===== src/rtl/lrc_pkg.sv =====
package lrc_pkg;
  typedef enum logic [1:0] {
    LS_IDLE   = 2'd0,
    LS_FILL   = 2'd1,
    LS_REPLAY = 2'd2,
    LS_LONG   = 2'd3
  } lr_state_t;
endpackage


===== src/rtl/lrc_store.sv =====
// Slot memory with synchronous write and registered read, shaped for block RAM.
module lrc_store #(
  parameter int W     = 32,
  parameter int DEPTH = 16,
  parameter int AW    = $clog2(DEPTH)
) (
  input  logic          clk,
  input  logic          we,
  input  logic [AW-1:0] waddr,
  input  logic [W-1:0]  wdata,
  input  logic          re,
  input  logic [AW-1:0] raddr,
  output logic [W-1:0]  rdata
);
  logic [W-1:0] slots [DEPTH];

  always_ff @(posedge clk) begin
    if (we) slots[waddr] <= wdata;
  end

  always_ff @(posedge clk) begin
    if (re) rdata <= slots[raddr];
  end
endmodule


===== src/rtl/lrc_seq.sv =====
// Loop state machine: fill pointer, replay pointer, pass count, enables.
module lrc_seq
  import lrc_pkg::*;
#(
  parameter int DEPTH = 16,
  parameter int AW    = $clog2(DEPTH),
  parameter int LEN_W = 6,
  parameter int CNT_W = 16
) (
  input  logic             clk,
  input  logic             rst,
  input  logic             stall,
  input  logic             loop_start,
  input  logic             loop_end,
  input  logic [LEN_W-1:0] body_len,
  input  logic [CNT_W-1:0] iter_count,
  output lr_state_t        st,
  output logic             mem_we,
  output logic [AW-1:0]    waddr,
  output logic             mem_re,
  output logic [AW-1:0]    raddr,
  output logic             use_buf,
  output logic [AW-1:0]    cap_ptr,
  output logic [AW-1:0]    last_idx,
  output logic             fetch_on
);
  localparam logic [LEN_W-1:0] DEPTH_L = LEN_W'(DEPTH);
  localparam logic [CNT_W-1:0] TWO_C   = CNT_W'(2);
  localparam logic [CNT_W-1:0] ONE_C   = CNT_W'(1);

  logic [AW-1:0]    rd_ptr;
  logic [CNT_W-1:0] rem;
  logic             fits, many, long_body, go;

  always_comb begin
    fits      = (body_len != '0) && (body_len <= DEPTH_L);
    long_body = (body_len > DEPTH_L);
    many      = (iter_count >= TWO_C);
    go        = !stall && loop_start && (st == LS_IDLE);
  end

  always_comb begin
    mem_we  = !stall && ((go && fits && many) || (st == LS_FILL));
    waddr   = (st == LS_FILL) ? cap_ptr : '0;
    mem_re  = !stall && (st == LS_REPLAY);
    raddr   = rd_ptr;
    use_buf = (st == LS_REPLAY);
  end

  always_ff @(posedge clk) begin
    if (rst) begin
      st       <= LS_IDLE;
      cap_ptr  <= '0;
      rd_ptr   <= '0;
      last_idx <= '0;
      rem      <= '0;
      fetch_on <= 1'b1;
    end else if (!stall) begin
      unique case (st)
        LS_IDLE: begin
          if (go && fits && many) begin
            last_idx <= AW'(body_len - 1'b1);
            rem      <= iter_count - ONE_C;
            rd_ptr   <= '0;
            if (body_len == LEN_W'(1)) begin
              st       <= LS_REPLAY;
              fetch_on <= 1'b0;
            end else begin
              st      <= LS_FILL;
              cap_ptr <= AW'(1);
            end
          end else if (go && long_body && many) begin
            st  <= LS_LONG;
            rem <= iter_count;
          end
        end
        LS_FILL: begin
          if (cap_ptr == last_idx) begin
            st       <= LS_REPLAY;
            fetch_on <= 1'b0;
          end else begin
            cap_ptr <= cap_ptr + AW'(1);
          end
        end
        LS_REPLAY: begin
          if (rd_ptr == last_idx) begin
            rd_ptr <= '0;
            if (rem == ONE_C) begin
              st       <= LS_IDLE;
              fetch_on <= 1'b1;
            end else begin
              rem <= rem - ONE_C;
            end
          end else begin
            rd_ptr <= rd_ptr + AW'(1);
          end
        end
        LS_LONG: begin
          if (loop_end) begin
            if (rem == ONE_C) st <= LS_IDLE;
            else              rem <= rem - ONE_C;
          end
        end
        default: st <= LS_IDLE;
      endcase
    end
  end
endmodule


===== src/rtl/lrc_outsel.sv =====
// Output selector: registered live word and registered source select.
module lrc_outsel #(
  parameter int W = 32
) (
  input  logic         clk,
  input  logic         rst,
  input  logic         adv,
  input  logic         use_buf,
  input  logic [W-1:0] dec_word,
  input  logic [W-1:0] buf_word,
  output logic [W-1:0] ex_word,
  output logic         sel_q
);
  logic [W-1:0] live_q;

  always_ff @(posedge clk) begin
    if (rst) begin
      live_q <= '0;
      sel_q  <= 1'b0;
    end else if (adv) begin
      sel_q <= use_buf;
      if (!use_buf) live_q <= dec_word;
    end
  end

  always_comb ex_word = sel_q ? buf_word : live_q;
endmodule


===== src/rtl/loop_replay_ctrl.sv =====
module loop_replay_ctrl
  import lrc_pkg::*;
#(
  parameter int W     = 32,
  parameter int DEPTH = 16,
  parameter int LEN_W = 6,
  parameter int CNT_W = 16
) (
  input  logic             clk,
  input  logic             rst,
  input  logic             stall,
  input  logic [W-1:0]     dec_word,
  input  logic             loop_start,
  input  logic             loop_end,
  input  logic [LEN_W-1:0] body_len,
  input  logic [CNT_W-1:0] iter_count,
  output logic [W-1:0]     ex_word,
  output logic             fetch_en,
  output logic             decode_en
);
  localparam int AW = $clog2(DEPTH);

  lr_state_t     st;
  logic          mem_we, mem_re, use_buf, buf_sel, fetch_on;
  logic [AW-1:0] waddr, raddr, cap_ptr, last_idx;
  logic [W-1:0]  buf_word;

  lrc_seq #(.DEPTH(DEPTH), .AW(AW), .LEN_W(LEN_W), .CNT_W(CNT_W)) u_seq (
    .clk(clk), .rst(rst), .stall(stall),
    .loop_start(loop_start), .loop_end(loop_end),
    .body_len(body_len), .iter_count(iter_count),
    .st(st), .mem_we(mem_we), .waddr(waddr),
    .mem_re(mem_re), .raddr(raddr), .use_buf(use_buf),
    .cap_ptr(cap_ptr), .last_idx(last_idx), .fetch_on(fetch_on)
  );

  lrc_store #(.W(W), .DEPTH(DEPTH), .AW(AW)) u_store (
    .clk(clk), .we(mem_we), .waddr(waddr), .wdata(dec_word),
    .re(mem_re), .raddr(raddr), .rdata(buf_word)
  );

  lrc_outsel #(.W(W)) u_out (
    .clk(clk), .rst(rst), .adv(!stall), .use_buf(use_buf),
    .dec_word(dec_word), .buf_word(buf_word),
    .ex_word(ex_word), .sel_q(buf_sel)
  );

  always_comb begin
    fetch_en  = fetch_on;
    decode_en = fetch_on;
  end
endmodule


===== config.mk =====
export PLATFORM = sky130hd
export DESIGN_NAME = loop_replay_ctrl
export DESIGN_NICKNAME = d
export VERILOG_FILES = /design/src/rtl/lrc_pkg.sv /design/src/rtl/lrc_store.sv /design/src/rtl/lrc_seq.sv /design/src/rtl/lrc_outsel.sv /design/src/rtl/loop_replay_ctrl.sv
export SDC_FILE = /design/constraint.sdc
export NUM_CORES = 1
export LEC_CHECK = 0
export ABC_AREA = 1
export BUFFER_PORTS_ARGS = -buffer_cell sky130_fd_sc_hd__buf_2
export CORE_ASPECT_RATIO = 0.75
export CORE_MARGIN = 2
export CORE_UTILIZATION = 44
export CTS_CLUSTER_SIZE = 25
export DETAILED_ROUTE_END_ITERATION = 8
export GPL_TIMING_DRIVEN = 0
export HOLD_SLACK_MARGIN = 0.1
export SLEW_MARGIN = 0
export SYNTH_ARGS = -nofsm -noshare
export SYNTH_HDL_FRONTEND = slang
export SYNTH_SLANG_ARGS = --single-unit

===== constraint.sdc =====
create_clock -name clk -period 4 [get_ports clk]
set_input_delay 0.6 -clock clk [delete_from_list [all_inputs] [get_ports clk]]
set_output_delay 0.6 -clock clk [all_outputs]
set_load 0.02 [all_outputs]

==> results of run 1 <==
==> per-stage QoR <==
stage	hold WS [ps]	instance area (sq um)	std cells	setup slack, ps
final	210.4	28980	2986	423.3
after global routing	223.7	28980	2985	403.2
after CTS	194.6	28980	2985	523.4
after detailed placement	481.2	27150	2879	530.3
after global placement	483.3	26560	2858	-1873
after floorplan	457.5	25190	2035	482.8
==> worst min-delay path by stage <==
stage / startpoint / depth (start not counted) / slack (ps) / endpoint
floorplan: u_seq.rem[14]$_SDFFE_PP0P_ / 2 / 460 / u_seq.rem[14]$_SDFFE_PP0P_
global placement: u_seq.fetch_on$_SDFFE_PP1P_ / 2 / 480 / u_seq.fetch_on$_SDFFE_PP1P_
detailed placement: u_seq.rem[14]$_SDFFE_PP0P_ / 2 / 480 / u_seq.rem[14]$_SDFFE_PP0P_
CTS: body_len[0] / 2 / 190 / u_seq.last_idx[0]$_SDFFE_PP0P_
global route: body_len[0] / 2 / 220 / u_seq.last_idx[0]$_SDFFE_PP0P_
finish: body_len[0] / 2 / 210 / u_seq.last_idx[0]$_SDFFE_PP0P_
==> report_power, final <==
group	internal [mW]	total, mW	switching, mW
clock network	2.97	5.39	2.42
registers	7.15	7.26	0.113
logic	0.926	3.24	2.31
total	11.0	15.9	4.84
==> final cells by class <==
cell class / instances / area share (%)
inverter: 52 / 0.6734
sequential: 608 / 60.78
timing repair buffer: 113 / 3.194
multi-input combinational: 1249 / 24.02
tap: 731 / 3.156
buffer: 126 / 1.856
antenna: 1 / 0.008634
clock inverter: 29 / 0.8504
clock buffer: 77 / 5.461
==> sequential cells by signal (all words and copies together) (netlist names) <==
name,cells
u_seq.fetch_on,1
u_out.live_q,32
u_store.rdata,32
u_seq.last_idx,4
u_seq.raddr,4
u_store.slots,512
u_out.sel_q,1
u_seq.cap_ptr,4
u_seq.rem,16
u_seq.st,2
==> metal layers <==
metal | wire length, um | part of all wire (%)
met1 | 34260 | 43
met2 | 34240 | 43
met3 | 8513 | 11
met4 | 1744 | 2.2
met5 | 7 | 0.0089
==> layout by cell type, fill, tap and decap left out, types with 19 or more instances in the layout <==
cell / n
nand2_1: 301
buf_2: 117
nor2_4: 20
edfxtp_1: 544
mux2i_1: 109
o221ai_1: 109
o21ai_0: 179
inv_1: 46
o211ai_1: 20
clkbuf_16: 58
o32ai_1: 19
nor2_1: 311
xor2_1: 21
clkbuf_1: 99
a21oi_1: 22
nand3_1: 86
dfxtp_1: 64
==> kinds of logic after synthesis <==
kind of cell               Yosys count
AOI/OAI and AO/OA                  358
xor gates and xnor gates            26
adders and majority gates            9
buffers and inverters              178
DFF                                608
muxes                              109
and+or+nand+nor                    747
==> worst max-delay path: cells and delay by family (launching register included) <==
family,cells,cell delay (ps)
AND/OR/NAND/NOR,2,370
flip-flops,1,300
buffers and inverters,4,1670
==> metrics.json, run 1 <==
{
  "sta": {
    "fmax_ghz": 0.2796,
    "slew_viol_final": 0,
    "transition_time_at_the_pin_with_the_least_slew_margin_ps": 1268,
    "final.min_clock_period_ps": 3577,
    "final_hold_fails": 0,
    "relSlewSlack_pct": 15.48,
    "finalSetupViolCount": 0,
    "grt_setup_unrepaired": "false",
    "final_min_period_over_clock_period_pct": 89.42,
    "setup_tns_ps": 0,
    "fin_skew_ps": 30.29
  },
  "logic_synthesis": {
    "postSynth.asyncResetShare_pct": 0,
    "share_of_cell_area_taken_by_muxes_after_synthesis_pct": 4.333,
    "synth-edff-count": 544,
    "post_synth_and_or_nand_nor_area_fraction_pct": 12.10,
    "post_synth_design_cell_area_sq_mm": 0.02518,
    "synth_compound_area_share_pct": 9.337,
    "yosys_warnings": 0,
    "synth_nets": 2103,
    "synthCells": 2035,
    "yosys.cell_count.top_type": "edfxtp_1",
    "synth_xor_xnor_area_share_pct": 0.9043,
    "synth-seq-cells": 608,
    "postSynthAreaPerCell_sq_um": 12.37,
    "synthAdderAreaFrac_pct": 0.4472,
    "synthFlopType": "edfxtp_1",
    "yosysUniqueCellTypes": 40,
    "synth_top_family_by_area": "simple AND/OR/NAND/NOR gates",
    "synth_largest_area_cell": "edfxtp_1",
    "netlist_top_cells_count": "edfxtp_1, nor2_1, nand2_1",
    "seq_area_frac_synth_pct": 69.96,
    "synth_top_cells_by_area": "edfxtp_1, dfxtp_1, nor2_1, nand2_1, mux2i_1",
    "synthDominantCellAreaShare_pct": 64.87
  },
  "placement": {
    "globalplace.congestion": 0.8418,
    "numPortBuffers": 92,
    "detailed_place_hpwl_um": 51650
  },
  "power_and_ir_drop": {
    "total_power_mw": 15.89,
    "vdd_ir_drop_max_v": 0.0003333,
    "p_leak_nw": 9.843,
    "power-per-cell-area_mw_per_mm2": 548.1
  },
  "setup_path": {
    "critical_path.max_fanout": 10,
    "setup.worst_path.end": "ex_word[19]",
    "critPathLaunch": "u_out.sel_q$_SDFFE_PP0N_",
    "crit_path_top_delay_cell": "clkbuf_1",
    "critical_path_class": "flip-flop to output pin",
    "crit_path_max_incr_delay_ps": 680,
    "critical_path_sink_type": "output pin",
    "worst-r2r-cell-count": 7,
    "critical_path_arrival_ps": 2980,
    "worst_setup_path_start_kind": "flip-flop",
    "timing.critical_path.cells": "clkbuf_1 -> inv_1 -> clkbuf_1 -> nand2_1 -> nand2_1 -> buf_2",
    "r2r_end": "u_store.slots[6][1]$_DFFE_PP_",
    "worstPathRequired_ps": 3400,
    "regToRegSetupSlack_ps": 820,
    "worstReg2RegStart": "u_seq.st[0]$_SDFFE_PP0P_"
  },
  "clock_network": {
    "clk_latency_ps": 650,
    "clkSinkCount": 608,
    "cts_made_buffers": 57,
    "maximum_level_of_the_cts_h_tree": 2,
    "path_clk_slew_ps": 60,
    "post-cts-setup-buffer-count": 0,
    "gates_resized_cts_repair": 0,
    "ctsRootBufferMaster": "clkbuf_16",
    "clk_path_buf_depth": 3,
    "cts_tree": "done",
    "cts_hold_buf": 0
  },
  "status": {
    "status": "completed"
  },
  "flow_run": {
    "max-cap-violations": 0
  },
  "grt": {
    "first_pass_grt_wire_length_um": 113700,
    "grt_use_total_pct": 26.56,
    "grt_start_max_net_pins": 23,
    "antenna_found_initial": 1,
    "use_met1_pct": 39.44,
    "met2_usage_pct": 39.78,
    "use_met3_pct": 5.630,
    "overflow": 0,
    "grt_most_used_layer": "met2",
    "number_of_global_route_vias_before_repair": 16688
  },
  "final_layout": {
    "design.final.nets": 2275,
    "post_route_cells_drive_above_1_share_pct": 12.11,
    "seq_area_sq_mm": 0.01762,
    "layout.core_utilization_pct": 51.56,
    "filler_cell_count": 4793,
    "multiInputGateArea_sq_mm": 0.006962,
    "area_growth_pct": 15.11
  },
  "detailed_routing": {
    "dr.first_iter.drc_count": 2297,
    "num_vias": 17635,
    "route.detailed.drc": 0,
    "vias_per_cell": 5.906,
    "detail_route.wl_per_cell_um": 26.38,
    "wl_final_um": 78760,
    "firstDrtPassIters": 6,
    "antenna_left": 0
  },
  "die": {
    "die_h_um": 211.2,
    "fp.coreArea_sq_mm": 0.05621,
    "initial_utilization_pct": 44.80,
    "pin_count": 93,
    "die_area_sq_mm": 0.05918,
    "die_x_um": 280.2,
    "rows": 75
  },
  "worst_hold_path": {
    "hold_wc_path_type": "input pin to flip-flop"
  }
}
No activity file was read; power rests on OpenSTA's default activity.
==> run 2: changes to the inputs <==
CTS_BUF_LIST = sky130_fd_sc_hd__clkbuf_2 sky130_fd_sc_hd__clkbuf_4 sky130_fd_sc_hd__clkbuf_8   (was default)
==> metrics.json, run 2 (same netlist as run 1, synthesis figures left out) <==
{
  "clock_network": {
    "clkSinkCount": {"value": 608, "change": "unchanged"},
    "clk_latency": {"value": 700, "unit": "ps", "change": "+50 ps"},
    "ctsRootBufferMaster": "clkbuf_8",
    "post-cts-setup-buffer-count": {"value": 0, "change": "unchanged"},
    "clk_path_buf_depth": {"value": 3, "change": "unchanged"},
    "maximum_level_of_the_cts_h_tree": {"value": 3, "change": "+1"},
    "gates_resized_cts_repair": {"value": 0, "change": "unchanged"},
    "cts_hold_buf": {"value": 0, "change": "unchanged"},
    "cts_tree": "done",
    "path_clk_slew": {"value": 70, "unit": "ps", "change": "about the same"},
    "cts_made_buffers": {"value": 92, "change": "+61%"}
  },
  "setup_path": {
    "worstPathRequired": {"value": 3400, "unit": "ps", "change": "about the same"},
    "critical_path_sink_type": "output pin",
    "worst_setup_path_start_kind": "flip-flop",
    "worst-r2r-cell-count": {"value": 7, "change": "unchanged"},
    "critical_path.max_fanout": {"value": 10, "change": "unchanged"},
    "critical_path_class": "flip-flop to output pin",
    "critical_path_arrival": {"value": 2970, "unit": "ps", "change": "about the same"}
  },
  "worst_hold_path": {
    "hold_wc_path_type": "input pin to flip-flop",
    "worst_hold_stages": {"value": 2, "change": "unchanged"}
  },
  "die": {
    "die_area": {"value": 0.05918, "unit": "sq mm", "change": "unchanged"},
    "die_h": {"value": 211.2, "unit": "um", "change": "unchanged"},
    "initial_utilization": {"value": 44.80, "unit": "%", "change": "unchanged"},
    "die_x": {"value": 280.2, "unit": "um", "change": "unchanged"},
    "rows": {"value": 75, "change": "unchanged"},
    "pin_count": {"value": 93, "change": "unchanged"},
    "fp.coreArea": {"value": 0.05621, "unit": "sq mm", "change": "unchanged"}
  },
  "sta": {
    "finalSetupViolCount": {"value": 0, "change": "unchanged"},
    "fmax": {"value": 0.2800, "unit": "GHz", "change": "+0.14%"},
    "setup_slack": {"value": 428.4, "unit": "ps", "change": "+5.100 ps"},
    "transition_time_at_the_pin_with_the_least_slew_margin": {"value": 1234, "unit": "ps", "change": "-34.17 ps"},
    "final.min_clock_period": {"value": 3572, "unit": "ps", "change": "-5.100 ps"},
    "slew_viol_final": {"value": 0, "change": "unchanged"},
    "fin_skew": {"value": 40.28, "unit": "ps", "change": "+9.987 ps"},
    "final_hold_fails": {"value": 0, "change": "unchanged"},
    "relSlewSlack": {"value": 17.76, "unit": "%", "change": "+2.3 points"},
    "final_min_period_over_clock_period": {"value": 89.29, "unit": "%", "change": "-0.13 points"},
    "grt_setup_unrepaired": "false"
  },
  "final_layout": {
    "largest_register_ff_count": {"value": 512, "change": "unchanged"},
    "leading_cell_types_in_the_layout_fill_and_taps_excluded": "edfxtp_1, nor2_1, nand2_1",
    "post_route_cells_drive_above_1_share": {"value": 14.51, "unit": "%", "change": "+2.4 points"},
    "area_growth_pct": 15.25,
    "reg_top3": "u_store.slots x512, u_out.live_q x32, u_store.rdata x32",
    "registers.top_by_ff_count": "u_store.slots",
    "layout.cells.most_common": "edfxtp_1",
    "design.final.nets": {"value": 2310, "change": "+1.5%"},
    "filler_cell_count": {"value": 4807, "change": "+0.29%"}
  },
  "power_and_ir_drop": {
    "power-per-cell-area": {"value": 542.4, "unit": "mW/mm^2", "change": "-1.0%"},
    "vdd_ir_drop_max": {"value": 0.0002513, "unit": "V", "change": "-25%"},
    "total_power": {"value": 15.74, "unit": "mW", "change": "-0.92%"},
    "p_leak": {"value": 9.926, "unit": "nW", "change": "+0.85%"}
  },
  "detailed_routing": {
    "wl_final": {"value": 79010, "unit": "um", "change": "+0.31%"},
    "firstDrtPassIters": {"value": 6, "change": "unchanged"},
    "detail_route.wl_per_cell": {"value": 25.90, "unit": "um", "change": "-1.8%"},
    "dr.first_iter.drc_count": {"value": 2442, "change": "+6.3%"},
    "antenna_left": {"value": 0, "change": "unchanged"},
    "vias_per_cell": {"value": 5.865, "change": "-0.70%"},
    "num_vias": {"value": 17887, "change": "+1.4%"},
    "route.detailed.drc": {"value": 0, "change": "unchanged"}
  },
  "placement": {
    "detailed_place_hpwl": {"value": 51650, "unit": "um", "change": "unchanged"},
    "dpl_worst_slack": {"value": 530.3, "unit": "ps", "change": "unchanged"},
    "globalplace.congestion": {"value": 0.8418, "change": "unchanged"},
    "numPortBuffers": {"value": 92, "change": "unchanged"}
  },
  "flow_run": {
    "max-cap-violations": {"value": 0, "change": "unchanged"}
  },
  "grt": {
    "grt_start_max_net_pins": {"value": 23, "change": "unchanged"},
    "overflow": {"value": 0, "change": "unchanged"},
    "antenna_found_initial": {"value": 2, "change": "+1"},
    "first_pass_grt_wire_length": {"value": 114500, "unit": "um", "change": "+0.68%"},
    "grt_use_total": {"value": 26.80, "unit": "%", "change": "+0.24 points"},
    "number_of_global_route_vias_before_repair": {"value": 16910, "change": "+1.3%"}
  },
  "status": {
    "status": "completed"
  }
}
## run 2: changes by cell type in the layout (fill, tap and decap cells not counted)
cell,previous run,this run
clkinv_1,5,17
inv_8,0,1
inv_6,0,2
clkbuf_4,0,32
diode_2,1,3
clkbuf_1,99,86
inv_16,1,0
clkbuf_16,58,0
clkinv_8,1,0
clkinv_2,17,12
clkbuf_8,6,99
## run 2: through the flow
| step | utilization (%) | instance area, sq um | cells | setup TNS, ps | hold slack, ps |
|---|---|---|---|---|---|
| after detailed placement | 48.31 | 27150 | 2879 | 0 | 481.2 |
| after CTS | 51.62 | 29010 | 3047 | 0 | 128.6 |
| after floorplan | - | 25190 | 2035 | 0 | 457.5 |
| after global placement | 47.25 | 26560 | 2858 | -774510 | 483.3 |
| after global routing | 51.62 | 29020 | 3048 | 0 | 156.2 |
| final | 51.63 | 29020 | 3050 | 0 | 162.2 |
## run 2: path summary, 6_finish.rpt
check | startpoint | endpoint | slack [ps]
worst max-delay path | u_out.sel_q$_SDFFE_PP0N_ | ex_word[19] | 430
worst min-delay path | body_len[0] | u_seq.last_idx[0]$_SDFFE_PP0P_ | 160
worst max register to register | u_seq.st[0]$_SDFFE_PP0P_ | u_store.slots[6][1]$_DFFE_PP_ | 800
worst min register to register | u_seq.rem[14]$_SDFFE_PP0P_ | u_seq.rem[14]$_SDFFE_PP0P_ | 490
## run 2: power breakdown
part / leakage [nW] / total (mW) / switching (mW) / internal [mW]
combinational: 3.51 / 3.23 / 2.30 / 0.926
sequential: 5.42 / 7.26 / 0.114 / 7.15
clock: 0.994 / 5.25 / 2.47 / 2.79
## run 2: final cells by class
class,count,area (sq um),area share [%]
inverter,52,195.2,0.6726
buffer,126,538.0,1.854
clock inverter,37,259.0,0.8924
tap,731,914.6,3.152
sequential,608,17620,60.70
antenna,3,7.507,0.02587
clock buffer,131,1603,5.523
timing repair buffer,113,925.9,3.190
multi-input combinational,1249,6962,23.99
## run 2: routing by layer
layer	up-vias	wire, um	track usage [%]
met3	133	8395	5.906
met5	-	12	0
met4	2	1846	7.579
li1	7874	-	-
met1	8905	34310	39.79
met2	973	34440	39.66
## run 2: critical path: stages (launching register included)
cell	delay, ps
dfxtp_1	300
clkbuf_1	290
inv_1	470
clkbuf_1	650
nand2_1	110
nand2_1	250
buf_2	220
